## config.mk

```make
export PLATFORM = sky130hd
export DESIGN_NAME = cca_adder
export DESIGN_NICKNAME = d
export VERILOG_FILES = /design/src/rtl/cca_pkg.sv /design/src/rtl/cca_classify.sv /design/src/rtl/cca_carry_step.sv /design/src/rtl/cca_done_detect.sv /design/src/rtl/cca_adder.sv
export SDC_FILE = /design/constraint.sdc
export NUM_CORES = 1
export LEC_CHECK = 0
export BUFFER_PORTS_ARGS = -buffer_cell sky130_fd_sc_hd__buf_2
export CAP_MARGIN = 5
export CORE_MARGIN = 2
export CORE_UTILIZATION = 30
export DETAILED_ROUTE_END_ITERATION = 16
export GPL_TIMING_DRIVEN = 0
export PLACE_DENSITY = 0.49
export SLEW_MARGIN = 10
export SYNTH_ARGS = -nofsm -noshare
export SYNTH_HDL_FRONTEND = slang
export SYNTH_SLANG_ARGS = --single-unit
```

## constraint.sdc

```tcl
create_clock -name clk -period 1.28 [get_ports clk]
set_input_delay 0.256 -clock clk [delete_from_list [all_inputs] [get_ports clk]]
set_output_delay 0.256 -clock clk [all_outputs]
set_load 0.05 [all_outputs]
```

## src/rtl/cca_pkg.sv

```systemverilog
package cca_pkg;
  // Two-rail carry code: {hi, lo}
  typedef struct packed {
    logic hi;
    logic lo;
  } dr_t;

  localparam dr_t DR_OPEN = '{hi: 1'b0, lo: 1'b0};
  localparam dr_t DR_ONE  = '{hi: 1'b1, lo: 1'b0};
  localparam dr_t DR_ZERO = '{hi: 1'b0, lo: 1'b1};

  // Encode a known carry value as a resolved two-rail code
  function automatic dr_t dr_from_bit(input logic v);
    dr_t r;
    r.hi = v;
    r.lo = ~v;
    return r;
  endfunction
endpackage

```

## src/rtl/cca_classify.sv

```systemverilog
module cca_classify #(
  parameter int WIDTH = 8
) (
  input  logic [WIDTH-1:0] opa,
  input  logic [WIDTH-1:0] opb,
  output logic [WIDTH-1:0] gen,
  output logic [WIDTH-1:0] prop,
  output logic [WIDTH-1:0] kill
);
  for (genvar i = 0; i < WIDTH; i++) begin : g_bit
    always_comb begin
      gen[i]  = opa[i] & opb[i];
      prop[i] = opa[i] ^ opb[i];
      kill[i] = ~(opa[i] | opb[i]);
    end
  end
endmodule

```

## src/rtl/cca_carry_step.sv

```systemverilog
module cca_carry_step
  import cca_pkg::*;
#(
  parameter int WIDTH = 8
) (
  input  logic [WIDTH-1:0] gen,
  input  logic [WIDTH-1:0] kill,
  input  logic [WIDTH:0]   cur_hi,
  input  logic [WIDTH:0]   cur_lo,
  output logic [WIDTH:0]   nxt_hi,
  output logic [WIDTH:0]   nxt_lo
);
  // Position 0 is the carry-in: already resolved, never changes
  always_comb begin
    nxt_hi[0] = cur_hi[0];
    nxt_lo[0] = cur_lo[0];
  end

  for (genvar i = 0; i < WIDTH; i++) begin : g_cell
    dr_t below;
    dr_t above;
    always_comb begin
      below = '{hi: cur_hi[i], lo: cur_lo[i]};
      if (gen[i]) begin
        above = DR_ONE;
      end else if (kill[i]) begin
        above = DR_ZERO;
      end else begin
        above = below;
      end
      nxt_hi[i+1] = above.hi;
      nxt_lo[i+1] = above.lo;
    end
  end
endmodule

```

## src/rtl/cca_done_detect.sv

```systemverilog
module cca_done_detect #(
  parameter int WIDTH = 8
) (
  input  logic [WIDTH:0] rail_hi,
  input  logic [WIDTH:0] rail_lo,
  output logic           all_resolved
);
  logic [WIDTH:0] pos_ok;

  for (genvar i = 0; i <= WIDTH; i++) begin : g_pos
    always_comb pos_ok[i] = rail_hi[i] | rail_lo[i];
  end

  always_comb all_resolved = &pos_ok;
endmodule

```

## src/rtl/cca_adder.sv

```systemverilog
module cca_adder
  import cca_pkg::*;
#(
  parameter int WIDTH = 8,
  localparam int CNT_W = $clog2(WIDTH + 1)
) (
  input  logic             clk,
  input  logic             rst_n,
  input  logic             start,
  input  logic [WIDTH-1:0] op_a,
  input  logic [WIDTH-1:0] op_b,
  input  logic             carry_in,
  output logic [WIDTH-1:0] sum,
  output logic             carry_out,
  output logic             done,
  output logic [CNT_W-1:0] cycles
);
  // Reset synchronizer: asserts at once, releases after two edges
  logic [1:0] rst_sync_q;
  logic       core_rst_n;

  always_ff @(posedge clk or negedge rst_n) begin
    if (!rst_n) begin
      rst_sync_q <= 2'b00;
    end else begin
      rst_sync_q <= {rst_sync_q[0], 1'b1};
    end
  end

  always_comb core_rst_n = rst_sync_q[1];

  // State
  logic [WIDTH-1:0] opa_q, opa_d;
  logic [WIDTH-1:0] opb_q, opb_d;
  logic [WIDTH:0]   hi_q, hi_d;
  logic [WIDTH:0]   lo_q, lo_d;
  logic             busy_q, busy_d;
  logic             done_q, done_d;
  logic [CNT_W-1:0] cnt_q, cnt_d;
  logic             state_en;

  // Datapath
  logic [WIDTH-1:0] gen, prop, kill;
  logic [WIDTH:0]   step_hi, step_lo;
  logic             step_all;
  dr_t              cin_code;

  cca_classify #(.WIDTH(WIDTH)) u_classify (
    .opa  (opa_q),
    .opb  (opb_q),
    .gen  (gen),
    .prop (prop),
    .kill (kill)
  );

  cca_carry_step #(.WIDTH(WIDTH)) u_step (
    .gen    (gen),
    .kill   (kill),
    .cur_hi (hi_q),
    .cur_lo (lo_q),
    .nxt_hi (step_hi),
    .nxt_lo (step_lo)
  );

  cca_done_detect #(.WIDTH(WIDTH)) u_detect (
    .rail_hi      (step_hi),
    .rail_lo      (step_lo),
    .all_resolved (step_all)
  );

  // Next-state logic
  always_comb begin
    cin_code = dr_from_bit(carry_in);
    state_en = start | busy_q;
    opa_d    = opa_q;
    opb_d    = opb_q;
    hi_d     = hi_q;
    lo_d     = lo_q;
    busy_d   = busy_q;
    done_d   = done_q;
    cnt_d    = cnt_q;
    if (start) begin
      opa_d     = op_a;
      opb_d     = op_b;
      hi_d      = '0;
      lo_d      = '0;
      hi_d[0]   = cin_code.hi;
      lo_d[0]   = cin_code.lo;
      busy_d    = 1'b1;
      done_d    = 1'b0;
      cnt_d     = '0;
    end else if (busy_q) begin
      hi_d  = step_hi;
      lo_d  = step_lo;
      cnt_d = cnt_q + CNT_W'(1);
      if (step_all) begin
        busy_d = 1'b0;
        done_d = 1'b1;
      end
    end
  end

  // Registers with explicit enable
  always_ff @(posedge clk or negedge core_rst_n) begin
    if (!core_rst_n) begin
      opa_q  <= '0;
      opb_q  <= '0;
      hi_q   <= '0;
      lo_q   <= '0;
      busy_q <= 1'b0;
      done_q <= 1'b0;
      cnt_q  <= '0;
    end else if (state_en) begin
      opa_q  <= opa_d;
      opb_q  <= opb_d;
      hi_q   <= hi_d;
      lo_q   <= lo_d;
      busy_q <= busy_d;
      done_q <= done_d;
      cnt_q  <= cnt_d;
    end
  end

  // Outputs: sum bits use the resolved carry value into each bit
  always_comb begin
    done      = done_q;
    cycles    = cnt_q;
    sum       = done_q ? (prop ^ hi_q[WIDTH-1:0]) : '0;
    carry_out = done_q & hi_q[WIDTH];
  end
endmodule

```

== After elaboration in Yosys (flattened, before gate mapping) ==
Index checks and enable logic that the tools add are counted.

* Flip-flop bits (word level): 41
* Bits of input ports: 20
* Output and inout port bits: 14
* Word-level logic and storage cells: 83

* Add/sub/neg operators: 1
* Muxes and demuxes: 29
* Bitwise gates (word level): 37
* Reduce and logical (&&, ||, !) cells: 6

{| class="wikitable"
|+ Operators by type and width
! operator !! count
|-
| 2-bit two-way mux || 16
|-
| 8-bit two-way mux || 3
|-
| 9-bit two-way mux || 2
|-
| 1-bit OR || 18
|-
| 1-bit AND || 9
|-
| 9-bit AND reduction || 1
|-
| 4-bit two-way mux || 2
|-
| 1-bit bitwise XOR || 8
|-
| 8-bit bitwise XOR || 1
|-
| 1-bit two-way mux || 6
|-
| 4-bit by 1-bit adder with 4-bit output (second input constant) || 1
|-
| 2-bit AND reduction || 2
|-
| 2-bit nonzero test || 2
|-
| 3-bit AND reduction || 1
|-
| 1-bit NOT || 1
|}

== Logic depth before layout (Yosys ltp) ==
* Word-level depth: 8
* Mapped depth: 6

== By module ==
Synthesis repeated with hierarchy kept, for this count alone.

* Cell total of the unflattened synthesis: 210
* Area, all modules: 2274.7 µm²

{| class="wikitable"
|+ Modules (own cells, without submodules)
! module !! times used !! cells an instance !! area an instance (µm²) !! seq. area each (µm²)
|-
| cca_adder || 1 || 137 || 1809.2 || 1051.0
|-
| cca_classify || 1 || 32 || 260.2 || 0.0
|-
| cca_carry_step || 1 || 34 || 165.2 || 0.0
|-
| cca_done_detect || 1 || 7 || 40.0 || 0.0
|}

== Least setup slack after synthesis ==
Ideal clock, no wire load.

* Kind: register -> output
* From: register done_q, in the netlist done
* To: output port sum[1]
* Data arrival time: 1541 ps
* Required time: 1024 ps
* Slack: -517 ps
* Cell stages (with the launch flop): 3
* Cells stage by stage: dfrtp_1 -> inv_1 -> nor2_1

* Word-level cells in the longest chain between the ends: 1

{| class="wikitable"
|+ Ends and longest elaborated chain
! element !! line !! RTL
|-
| start, declared || cca_adder.sv:38 || <nowiki>logic done_q, done_d;</nowiki>
|-
| start signal, assigned || cca_adder.sv:119 || <nowiki>done_q <= done_d;</nowiki>
|-
| 8-bit two-way mux || cca_adder.sv:128 || <nowiki>sum = done_q ? (prop ^ hi_q[WIDTH-1:0]) : '0;</nowiki>
|-
| end, declared || cca_adder.sv:13 || <nowiki>output logic [WIDTH-1:0] sum,</nowiki>
|}

No other way between the ends.

== Worst setup path in the final report ==
* From: register opb_q[2]
* To: output port sum[2]

* Word-level cells in the longest chain between the ends: 3

{| class="wikitable"
|+ Ends and longest elaborated chain
! element !! line !! RTL
|-
| start, declared || cca_adder.sv:34 || <nowiki>logic [WIDTH-1:0] opb_q, opb_d;</nowiki>
|-
| start signal, assigned || cca_adder.sv:115 || <nowiki>opb_q <= opb_d;</nowiki>
|-
| 1-bit bitwise XOR || cca_classify.sv:13 || <nowiki>prop[i] = opa[i] ^ opb[i];</nowiki>
|-
| 8-bit bitwise XOR || cca_adder.sv:128 ||
|-
| 8-bit two-way mux || cca_adder.sv:128 ||
|}

No other way between the ends.

==> flow_summary.toml <==
[critical_path]
cp-start-kind = "flop"
reg2reg_depth = 6
rrSetupSlack_ns = -0.18
cp_num_buf_inv = 2
crit_chain = "inv_2, fa_2, nor2_4, buf_6"
crit_fanout = 2
cp-end-kind = "output port"
worst_path_max_delay_cell = "fa_2"
worstReg2RegStart = "opb_q[3]"
crit_family = "adder cells"
required_ns = 1.02
crit_arrival_ns = 1.55
critical_path_depth = 4
rr_endpoint = "busy_q"
critical_path_class = "reg -> out"
max_stage_delay_ns = 0.59

[power]
power.internal_mw = 2.29
vdd_drop_max_v = 0.000427
power_frac_comb = 0.247
power_frac_seq = 0.460
switchingPower_uw = 995
powerDensity_nw_per_um2 = 1080
pwr-share-clk = 0.293
leakage_nw = 1.42
switching_share = 0.303
total_power_mw = 3.28

[yosys]
synth_ff_type = "dfrtp_1"
synth_edf_count = 0
synth_cell_types = 33
synth_top_area_cell = "dfrtp_1"
ys_async_sr_fraction = 1.00
synth_seq_cells = 41
synth_fp_nets = 251
ys_seq_area_frac = 0.473
yosysMostFrequentCell = "dfrtp_1"
yosys_warnings = 0
synth_top_cells_by_count = "41 x dfrtp_1, 23 x inv_1, 22 x nand2_1, 20 x nor2_1, 17 x ha_1"
synth_area_per_cell_um2 = 10.5
synth_cells = 206
synthesis.area_um2 = 2170
synth_top_cell_area_share = 0.473
synthTopCellsByArea = "dfrtp_1 47%, ha_1 9.8%, fa_1 7.4%, inv_1 4.0%, nand2_1 3.8%"

[clock_network]
numCtsBuffers = 5
clkTransAtPathRegs_ns = 0.08
cts_htree_levels = 2
clk_path_buf_depth = 2
cts_tree = "yes"
cts.sinks = 41
insertion_delay_ns = 0.30
cts_root_buf = "clkbuf_8"

[finish]
fill_cells = 706
drive_gt1_frac = 0.439
regArea_um2 = 1030
area_delta_synth_final_pct = 40.3
num_antenna_cells = 0
final_net_count = 313
utilization = 0.440
multi_input_area_um2 = 1190

[sta]
period_minus_slack_ns = 1.80
maxSlewViolCount = 0
rsz0062_at_grt = "true"
max_slew.worst_pin.slew_ns = 0.609
timing.fmax_mhz = 555
finalCritPeriodShare = 1.41
setup_ws_ns = -0.522
setup_viol = 12
relSlewSlack = 0.594
skew_ns = 0.00759
whs_ns = 0.144
final-hold-violation-count = 0

[global_route]
first_global_vias = 1717
grt_overflow = 0
grt_pass1_wl_um = 8440
track_usage = 0.142
grt_max_degree = 27
antenna_found_initial = 0

[floorplan]
initial_utilization = 0.314
coreArea_um2 = 6910
die_w_um = 89.0
io-pin-count = 34
num_rows = 30
die-area_um2 = 7920
die_h_um = 89.0

[drt]
first_pass_iters = 4
vias_per_cell = 4.38
drc = 0
final_antenna_net_count = 0
wl_per_cell_um = 13.9
vias = 1600
drt_iter0_markers = 53
wl_um = 5060

[hold_path]
hp-class = "in -> reg"
min_from = "carry_in"
min_to = "lo_q[0]"
hold_depth = 2

[placement]
port_buffers = 33
gp_congestion = 0.716
place_ws_ns = -0.304
dpl.hpwl_um = 3380

[status]
violations = "negative setup slack"
status = "complete, but fails checks"

[job]
cap_violations = 0
[cell usage in the layout (no fill, tap or decap), types with 2 or more instances in the layout]
| cell | netlist | routed |
|---|---|---|
| clkbuf_8 | 0 | 7 |
| buf_6 | 1 | 13 |
| o21bai_1 | 5 | 2 |
| nor2_1 | 20 | 15 |
| inv_1 | 23 | 9 |
| o21ai_1 | 8 | 8 |
| fa_1 | 8 | 4 |
| nand4_1 | 2 | 2 |
| a22oi_2 | 0 | 2 |
| or2_1 | 0 | 2 |
| xor2_1 | 2 | 2 |
| ha_1 | 17 | 10 |
| buf_4 | 3 | 16 |
| ha_4 | 0 | 6 |
| buf_2 | 3 | 25 |
| buf_8 | 0 | 6 |
| a21oi_2 | 0 | 2 |
| and2_4 | 0 | 4 |
| dfrtp_1 | 41 | 39 |
| fa_2 | 0 | 4 |
| inv_2 | 1 | 15 |
| o21bai_4 | 1 | 4 |
| or2_0 | 5 | 3 |
| nand2_1 | 22 | 22 |
| nor2b_1 | 3 | 3 |
| a21oi_1 | 8 | 6 |
| nor2_4 | 0 | 5 |
| mux2i_1 | 8 | 8 |
| o21ai_0 | 8 | 8 |
| dfrtp_2 | 0 | 2 |
[worst max-delay path by stage]
stage / start / to / slack, ns
6_report: opb_q[2] / sum[2] / -0.52
5_1_grt: opb_q[5] / sum[5] / -0.56
4_1_cts: hi_q[6] / sum[6] / -0.53
3_5_place_dp: hi_q[0] / sum[0] / -0.30
3_3_place_gp: rst_sync_q[1] / done / -0.68
2_1_floorplan: opb_q[3] / sum[3] / -0.17
[flip-flops by register name, summed over array words and instances, names as in the netlist]
| register | flops |
|---|---|
| done | 1 |
| opa_q | 8 |
| cycles | 4 |
| opb_q | 8 |
| rst_sync_q | 2 |
| hi_q | 9 |
| lo_q | 8 |
| busy_q | 1 |
[kinds of logic (layout without fill, tap and decap cells)]
group                      count (synthesis)  count (layout)  synth area share
AOI/OAI and AO/OA                         38              38             0.115
xor gates and xnor gates                   3               3            0.0121
adders and majority gates                 25              25             0.172
buffers and inverters                     32              95            0.0658
DFF                                       41              41             0.473
muxes                                      9               9            0.0421
other                                      1               1           0.00173
and+or+nand+nor                           57              57             0.118
[stage by stage]
step	cell area [um^2]	setup TNS, ns	cells
after floorplan	2210	-1.32	206
after global placement	2500	-23.81	335
after detailed placement	2520	-2.74	336
after CTS	2920	-4.45	363
after global routing	3040	-5.10	365
final	3040	-4.39	365
[cell type report]
type	instances	share of cell area
clock buffer	7	0.0317
buffer	8	0.0173
tap	96	0.0395
timing repair buffer	55	0.152
inverter	24	0.0296
multi-input combinational	133	0.390
clock inverter	1	0.00165
sequential	41	0.338
[power groups by stage]
stage / Clock (mW) / Sequential [mW] / Combinational [mW]
2_1_floorplan: 0 / 1.56 / 0.405
3_3_place_gp: 0 / 1.54 / 0.591
3_5_place_dp: 0 / 1.53 / 0.619
4_1_cts: 0.980 / 1.51 / 0.763
5_1_grt: 1.05 / 1.53 / 0.910
6_report: 0.962 / 1.51 / 0.811
[layer usage]
| metal | track usage | vias up | share of wire |
|---|---|---|---|
| li1 | - | 774 | - |
| met1 | 0.188 | 798 | 0.45 |
| met2 | 0.239 | 24 | 0.51 |
| met3 | 0.0268 | 4 | 0.026 |
| met4 | 0.0407 | 0 | 0.012 |
| met5 | 0 | - | 0 |
[repair_timing]
| action | 4_1_cts | 5_1_grt |
|---|---|---|
| hold buffers | 1 | 0 |
| gates resized for setup | 44 | 29 |
| hold endpoints to repair | 2 | 0 |
| pin swaps | 13 | 14 |
| setup endpoints to repair | 11 | 17 |
| setup buffers | 18 | 4 |
Note: power is estimated with default switching activity, not from simulation.
